===== src/rtl/dram_burst_pkg.sv =====
package dram_burst_pkg;

  typedef enum logic [3:0] {
    ST_IDLE,
    ST_ROW,
    ST_RAS,
    ST_COL,
    ST_CAS,
    ST_CAP,
    ST_PG_COL,
    ST_PG_CAS,
    ST_EX_COL,
    ST_EX_CAS
  } seq_state_t;

  typedef enum logic [1:0] {
    TIM_CONV,
    TIM_PAGE,
    TIM_EXT
  } timing_t;

  function automatic timing_t decode_timing(input logic [1:0] sel);
    case (sel)
      2'd0:    decode_timing = TIM_CONV;
      2'd1:    decode_timing = TIM_PAGE;
      default: decode_timing = TIM_EXT;
    endcase
  endfunction

endpackage


===== src/rtl/dram_burst_seq.sv =====
module dram_burst_seq
  import dram_burst_pkg::*;
#(
  parameter int BURST = 4,
  parameter int IDX_W = (BURST > 1) ? $clog2(BURST) : 1
) (
  input  logic             clk,
  input  logic             rst,
  input  logic             req,
  input  logic             req_we,
  input  logic [1:0]       req_mode,
  input  logic             refresh_grant,
  output logic             accept,
  output logic             load_row,
  output logic             load_col,
  output logic [IDX_W-1:0] col_idx,
  output logic             cap_rd,
  output logic             ack,
  output logic             ras_n,
  output logic             cas_n,
  output logic             we_n,
  output logic             dq_oe
);

  localparam logic [IDX_W-1:0] LAST = IDX_W'(BURST - 1);

  seq_state_t       state, nxt;
  timing_t          tim_q;
  logic             we_q, we_nx;
  logic [IDX_W-1:0] idx_q, idx_nx;
  logic             last_q, last_nx;

  always_comb begin
    nxt      = state;
    idx_nx   = idx_q;
    last_nx  = last_q;
    accept   = 1'b0;
    load_row = 1'b0;
    load_col = 1'b0;
    case (state)
      ST_IDLE: begin
        if (req && !refresh_grant) begin
          accept   = 1'b1;
          load_row = 1'b1;
          nxt      = ST_ROW;
          idx_nx   = '0;
          last_nx  = 1'b0;
        end
      end
      ST_ROW: nxt = ST_RAS;
      ST_RAS: begin
        nxt      = ST_COL;
        load_col = 1'b1;
      end
      ST_COL: nxt = ST_CAS;
      ST_CAS, ST_EX_CAS: begin
        if (tim_q == TIM_EXT) begin
          nxt = ST_EX_COL;
          if (idx_q == LAST) begin
            last_nx = 1'b1;
          end else begin
            idx_nx   = idx_q + 1'b1;
            load_col = 1'b1;
          end
        end else begin
          nxt = ST_CAP;
        end
      end
      ST_CAP: begin
        if (idx_q == LAST) begin
          nxt = ST_IDLE;
        end else begin
          idx_nx = idx_q + 1'b1;
          if (tim_q == TIM_CONV) begin
            nxt      = ST_ROW;
            load_row = 1'b1;
          end else begin
            nxt      = ST_PG_COL;
            load_col = 1'b1;
          end
        end
      end
      ST_PG_COL: nxt = ST_PG_CAS;
      ST_PG_CAS: nxt = ST_CAP;
      ST_EX_COL: nxt = last_q ? ST_IDLE : ST_EX_CAS;
      default:   nxt = ST_IDLE;
    endcase
  end

  assign col_idx = idx_nx;
  assign we_nx   = accept ? req_we : we_q;
  assign cap_rd  = !we_q && ((state == ST_CAP) || (state == ST_EX_COL));

  always_ff @(posedge clk) begin
    if (rst) begin
      state  <= ST_IDLE;
      tim_q  <= TIM_CONV;
      we_q   <= 1'b0;
      idx_q  <= '0;
      last_q <= 1'b0;
      ack    <= 1'b0;
      ras_n  <= 1'b1;
      cas_n  <= 1'b1;
      we_n   <= 1'b1;
      dq_oe  <= 1'b0;
    end else begin
      state  <= nxt;
      idx_q  <= idx_nx;
      last_q <= last_nx;
      if (accept) begin
        tim_q <= decode_timing(req_mode);
        we_q  <= req_we;
      end
      ack   <= accept;
      ras_n <= !(nxt inside {ST_RAS, ST_COL, ST_CAS, ST_CAP, ST_PG_COL,
                             ST_PG_CAS, ST_EX_COL, ST_EX_CAS});
      cas_n <= !(nxt inside {ST_CAS, ST_CAP, ST_PG_CAS, ST_EX_CAS});
      we_n  <= !((nxt != ST_IDLE) && we_nx);
      dq_oe <= (nxt != ST_IDLE) && we_nx;
    end
  end

  // column strobe falls only after the row strobe has been low a cycle
  assert_cas_after_ras_R2: assert property (@(posedge clk) disable iff (rst)
    $fell(cas_n) |-> (!ras_n && $past(!ras_n)));

  // nothing is acknowledged in the cycle after a refresh grant
  assert_no_ack_in_refresh_R8: assert property (@(posedge clk) disable iff (rst)
    refresh_grant |=> !ack);

  // ack lasts one cycle and the row strobe is high when it shows
  assert_ack_pulse_R9: assert property (@(posedge clk) disable iff (rst)
    ack |=> !ack);
  assert_ras_idle_at_ack_R9: assert property (@(posedge clk) disable iff (rst)
    ack |-> (ras_n && cas_n));

endmodule


===== src/rtl/dram_burst_addr.sv =====
module dram_burst_addr #(
  parameter int ROW_W      = 8,
  parameter int COL_W      = 6,
  parameter int DATA_W     = 16,
  parameter int BURST      = 4,
  parameter int IDX_W      = (BURST > 1) ? $clog2(BURST) : 1,
  parameter int ADDR_BUS_W = (ROW_W > COL_W) ? ROW_W : COL_W
) (
  input  logic                    clk,
  input  logic                    rst,
  input  logic                    accept,
  input  logic                    load_row,
  input  logic                    load_col,
  input  logic [IDX_W-1:0]        col_idx,
  input  logic [ROW_W+COL_W-1:0]  req_addr,
  input  logic [BURST*DATA_W-1:0] req_wdata,
  output logic [ADDR_BUS_W-1:0]   dram_addr,
  output logic [DATA_W-1:0]       dram_dq_out
);

  logic [ROW_W-1:0]        row_q;
  logic [COL_W-1:0]        col_q;
  logic [BURST*DATA_W-1:0] wdata_q;
  logic [DATA_W-1:0]       words [BURST];
  logic [COL_W-1:0]        col_now;
  logic [ROW_W-1:0]        row_now;

  for (genvar g = 0; g < BURST; g++) begin : g_word
    assign words[g] = wdata_q[g*DATA_W +: DATA_W];
  end

  // column wraps inside the row: the sum is kept to COL_W bits
  assign col_now = col_q + COL_W'(col_idx);
  assign row_now = accept ? req_addr[ROW_W-1:0] : row_q;

  always_ff @(posedge clk) begin
    if (rst) begin
      row_q       <= '0;
      col_q       <= '0;
      wdata_q     <= '0;
      dram_addr   <= '0;
      dram_dq_out <= '0;
    end else begin
      if (accept) begin
        row_q   <= req_addr[ROW_W-1:0];
        col_q   <= req_addr[ROW_W +: COL_W];
        wdata_q <= req_wdata;
      end
      if (load_row) begin
        dram_addr <= ADDR_BUS_W'(row_now);
      end else if (load_col) begin
        dram_addr   <= ADDR_BUS_W'(col_now);
        dram_dq_out <= words[col_idx];
      end
    end
  end

endmodule


===== src/rtl/dram_rd_capture.sv =====
module dram_rd_capture #(
  parameter int DATA_W = 16
) (
  input  logic              clk,
  input  logic              rst,
  input  logic              cap_rd,
  input  logic [DATA_W-1:0] dq_in,
  output logic [DATA_W-1:0] rd_data,
  output logic              rd_valid
);

  always_ff @(posedge clk) begin
    if (rst) begin
      rd_data  <= '0;
      rd_valid <= 1'b0;
    end else begin
      rd_valid <= cap_rd;
      if (cap_rd) begin
        rd_data <= dq_in;
      end
    end
  end

endmodule


===== src/rtl/dram_burst_ctrl.sv =====
module dram_burst_ctrl #(
  parameter int ROW_W      = 8,
  parameter int COL_W      = 6,
  parameter int DATA_W     = 16,
  parameter int BURST      = 4,
  parameter int ADDR_BUS_W = (ROW_W > COL_W) ? ROW_W : COL_W
) (
  input  logic                    clk,
  input  logic                    rst,
  input  logic                    req,
  input  logic                    req_we,
  input  logic [1:0]              req_mode,
  input  logic [ROW_W+COL_W-1:0]  req_addr,
  input  logic [BURST*DATA_W-1:0] req_wdata,
  input  logic                    refresh_grant,
  output logic                    ack,
  output logic [DATA_W-1:0]       rd_data,
  output logic                    rd_valid,
  output logic [ADDR_BUS_W-1:0]   dram_addr,
  output logic                    dram_ras_n,
  output logic                    dram_cas_n,
  output logic                    dram_we_n,
  output logic [DATA_W-1:0]       dram_dq_out,
  output logic                    dram_dq_oe,
  input  logic [DATA_W-1:0]       dram_dq_in
);

  localparam int IDX_W = (BURST > 1) ? $clog2(BURST) : 1;

  logic             accept, load_row, load_col, cap_rd;
  logic [IDX_W-1:0] col_idx;

  dram_burst_seq #(.BURST(BURST), .IDX_W(IDX_W)) u_seq (
    .clk(clk), .rst(rst), .req(req), .req_we(req_we), .req_mode(req_mode),
    .refresh_grant(refresh_grant), .accept(accept), .load_row(load_row),
    .load_col(load_col), .col_idx(col_idx), .cap_rd(cap_rd), .ack(ack),
    .ras_n(dram_ras_n), .cas_n(dram_cas_n), .we_n(dram_we_n), .dq_oe(dram_dq_oe)
  );

  dram_burst_addr #(
    .ROW_W(ROW_W), .COL_W(COL_W), .DATA_W(DATA_W), .BURST(BURST),
    .IDX_W(IDX_W), .ADDR_BUS_W(ADDR_BUS_W)
  ) u_addr (
    .clk(clk), .rst(rst), .accept(accept), .load_row(load_row),
    .load_col(load_col), .col_idx(col_idx), .req_addr(req_addr),
    .req_wdata(req_wdata), .dram_addr(dram_addr), .dram_dq_out(dram_dq_out)
  );

  dram_rd_capture #(.DATA_W(DATA_W)) u_cap (
    .clk(clk), .rst(rst), .cap_rd(cap_rd), .dq_in(dram_dq_in),
    .rd_data(rd_data), .rd_valid(rd_valid)
  );

  // the latched column address holds while the column strobe is low
  assert_addr_hold_R2: assert property (@(posedge clk) disable iff (rst)
    !dram_cas_n |-> $stable(dram_addr));

  // a write strobe finds the data already driven and unchanged
  assert_write_data_ready_R7: assert property (@(posedge clk) disable iff (rst)
    ($fell(dram_cas_n) && !dram_we_n) |-> (dram_dq_oe && $stable(dram_dq_out)));

  // no read word is reported while a write burst drives the bus
  assert_quiet_on_write_R7: assert property (@(posedge clk) disable iff (rst)
    dram_dq_oe |-> !rd_valid);

endmodule


===== config.mk =====
export PLATFORM = sky130hd
export DESIGN_NAME = dram_burst_ctrl
export DESIGN_NICKNAME = d
export VERILOG_FILES = /design/src/rtl/dram_burst_pkg.sv /design/src/rtl/dram_burst_seq.sv /design/src/rtl/dram_burst_addr.sv /design/src/rtl/dram_rd_capture.sv /design/src/rtl/dram_burst_ctrl.sv
export SDC_FILE = /design/constraint.sdc
export NUM_CORES = 1
export LEC_CHECK = 0
export CAP_MARGIN = 20
export CORE_UTILIZATION = 44
export DETAILED_ROUTE_END_ITERATION = 10
export HOLD_SLACK_MARGIN = 0.1
export PLACE_DENSITY = 0.73
export SLEW_MARGIN = 20
export SYNTH_ARGS = -nofsm -noshare
export SYNTH_HDL_FRONTEND = slang
export SYNTH_SLANG_ARGS = --single-unit

===== constraint.sdc =====
create_clock -name clk -period 2.7 [get_ports clk]
set_input_delay 0.27 -clock clk [delete_from_list [all_inputs] [get_ports clk]]
set_output_delay 0.27 -clock clk [all_outputs]
set_load 0.02 [all_outputs]

==> impl_metrics.yaml, run 1 <==
status:
  status: "completed"
final_layout:
  fin_cells: 962
  drive_gt1_share_pct: 10.45
  final_util_pct: 64.66
  finalNetCount: 885
  area_growth_pct: 41.22
  filler_cell_count: 1043
  insertedDiodeCount: 0
yosys:
  synthCells: 645
  synth_edf_count: 0
  ys_ff_latch: 134
  synth_commonest_cells: "154 x nand2_1, 134 x dfxtp_1, 90 x a21oi_1, 56 x mux2i_1, 38 x clkbuf_1"
  synthArstFlopShare_pct: 0
  syn-cell-area_mm2: 0.005592
  post_synth.cell_area_avg_um2: 8.669
  yosysSeqAreaShare_pct: 47.97
  yosysMostFrequentCell: "nand2_1"
  synth_ff_type: "dfxtp_1"
  ys_warn_count: 0
  synth.largest_area_cell: "dfxtp_1"
  syn_nets: 749
  synth_cell_type_count: 47
  yosysTopAreaCellShare_pct: 47.97
  synth_area_leaders: "dfxtp_1 48%, nand2_1 10%, mux2i_1 10%"
power_and_ir_drop:
  power.internal_mw: 3.884
  clkPwrFrac_pct: 46.7
  vdd_drop_max_v: 0.0003342
  p_sw_share_pct: 23.38
  pwr_density_cell_mw_per_mm2: 641.9
  power.leakage_nw: 3.108
  switchingPower_mw: 1.185
  power_frac_comb_pct: 11.4
  seqPwrFrac_pct: 41.9
floorplan:
  die-area_mm2: 0.01316
  die_y_um: 114.7
  fp.dieW_um: 114.7
  rows: 40
  core_area_mm2: 0.01221
  start_util_pct: 45.79
  io_pins: 147
sta:
  setup_viol: 0
  slew_headroom_pct: 49.87
  slew_violations: 0
  max_freq_ghz: 0.3784
  worst_pin_slew_ps: 751.9
  post-route-min-period_ps: 2643
  rsz0062_at_grt: "yes"
  period_share_pct: 97.88
  hold_slack_ps: 357.2
  hold_viol: 0
  finalClockSkew_ps: 6.751
place:
  port_buffers: 146
  dp_cells: 925
  dp_hpwl_um: 10310
  place_congestion: 0.8881
worst_setup_path:
  critical_path_peak_fanout: 12
  cp.required_ps: 3040
  criticalPathCategory: "reg -> reg"
  startpoint_type: "flip-flop"
  worstPathArrival_ps: 2990
  endpoint_kind: "flip-flop"
detailed_routing:
  first_pass_iters: 6
  routed_wl_um: 14870
  drt_iter0_markers: 274
  wl_per_cell_um: 15.45
  routed-via-count: 4989
  vias_per_cell: 5.186
  route.detailed.drc: 0
  final_antenna_net_count: 0
clock_tree:
  worstSkewPairLatency_ps: 410
  numCtsBuffers: 17
  htree_num_levels: 4
  cts.sinks: 134
  cts_tree: "yes"
  clk_root_buffer_cell: "clkbuf_16"
  path_clk_slew_ps: 60
  clockBufferDepth: 2
min_path:
  min_path_type: "in -> reg"
job:
  max-cap-violations: 0
global_routing:
  grt_usage_pct: 22.82
  antenna_found_initial: 1
  grt_pass1_wl_um: 23230
  first_global_vias: 4713
  grt_max_degree: 77
  grt_overflow: 0
## cells by family (layout without fill, tap and decap cells)
kind of cell	Yosys count	count (layout)	share of synthesized area [%]
simple gates	242	243	19.11
compound gates	135	135	13.72
flops	134	134	47.97
mux	72	72	13.25
buf+inv	55	203	4.520
xor+xnor	4	4	0.6267
fa+ha+maj	3	3	0.8055
## sequential cells by signal, indices dropped and copies added (netlist names)
signal / count
u_seq.dq_oe: 1
u_addr.row_q: 8
u_seq.cas_n: 1
u_seq.we_n: 1
u_addr.wdata_q: 64
u_addr.dram_dq_out: 16
u_cap.rd_valid: 1
u_seq.ras_n: 1
u_addr.dram_addr: 8
u_addr.col_q: 6
u_seq.ack: 1
u_seq.tim_q: 2
u_cap.rd_data: 16
u_seq.last_q: 1
u_seq.we_q: 1
u_seq.idx_q: 2
u_seq.state: 4
## timing repair
action,CTS,global route
gates resized for setup,1,7
setup buffers,0,4
endpoints found under the setup margin,3,5
hold buffers,0,0
hold endpoints to repair,0,0
pin swaps,0,5
gates cloned,0,1
## through the flow
stage                     TNS, ps  worst slack [ps]  power (mW)  instance area (µm²)
after floorplan                 0             4.613       2.454                 5609
after global placement      -4755            -343.2       2.723                 7211
after detailed placement    -5486            -368.0       2.735                 7211
after CTS                       0             38.36       5.103                 7833
after global routing       -83.30            -59.59       5.255                 7896
final                           0             57.15       5.069                 7896
## worst max-delay path: stages, from the launching register on
cell and delay [ps]:
dfxtp_1 320, buf_4 170, or3b_4 400, a211oi_4 320
nor3_1 100, a21oi_2 190, ha_2 240, fa_2 240
nand3_2 110, xor2_2 170, o22a_1 190, a21oi_1 130
## per-layer routing
| metal | up-vias | wire, µm | track usage [%] |
|---|---|---|---|
| li1 | 2461 | - | - |
| met1 | 2311 | 6202 | 27.29 |
| met2 | 198 | 7327 | 39.68 |
| met3 | 17 | 1142 | 6.115 |
| met4 | 2 | 180 | 7.792 |
| met5 | - | 14 | 0 |
## worst paths after layout
check,cells after the start,startpoint,slack [ps],to
setup / recovery,11,u_seq.state[0],60,u_addr.dram_addr[4]
hold / removal,2,rst,360,u_seq.last_q
setup reg to reg,11,u_seq.state[0],60,u_addr.dram_addr[4]
hold reg to reg,2,u_addr.row_q[5],450,u_addr.row_q[5]
## power groups by stage
stage	clock network (mW)	logic, mW	registers, mW
floorplan	0	0.290	2.16
global placement	0	0.562	2.16
detailed placement	0	0.572	2.16
CTS	2.41	0.578	2.12
global route	2.49	0.632	2.13
finish	2.37	0.579	2.12
## cells in the final DEF, fill, tap and decap left out, drive strengths merged, types with 2 or more instances in the layout
master,synthesis,final
xor2,3,3
nor3,4,4
nand2,154,154
a21oi,91,91
clkbuf,38,21
nand3,7,7
a211oi,4,4
dfxtp,134,134
nor2,34,34
o21ai,20,20
clkinvlp,0,4
mux2,16,16
buf,12,21
nand3b,19,20
mux2i,56,56
or3b,2,2
nand2b,8,8
o32ai,2,2
bufinv,0,3
clkinv,0,3
ha,2,2
inv,5,6
a32oi,2,2
a21o,4,4
clkdlybuf4s50,0,145
o22a,5,5
nor2b,6,6
or2,2,2
## cell type report
cell class / instances / area, µm² / area share [%]
Tap cell: 168 / 210.2 / 2.662
Clock buffer: 21 / 470.5 / 5.958
Timing Repair Buffer: 166 / 1647 / 20.85
Sequential cell: 134 / 2684 / 33.99
Inverter: 5 / 18.77 / 0.2377
Clock inverter: 11 / 147.6 / 1.870
Multi-Input combinational cell: 457 / 2719 / 34.43
(Power assumes the default switching activity.)
==> inputs of run 2 (changes only) <==
--- a/config.mk
+++ b/config.mk
@@ -5,6 +5,7 @@
 export SDC_FILE = /design/constraint.sdc
 export NUM_CORES = 1
 export LEC_CHECK = 0
+export ABC_CLOCK_PERIOD_IN_PS = 2700
 export CAP_MARGIN = 20
 export CORE_UTILIZATION = 44
 export DETAILED_ROUTE_END_ITERATION = 10
==> results of run 2 <==
The final DEF is identical to that of run 1; final timing and power are the same.
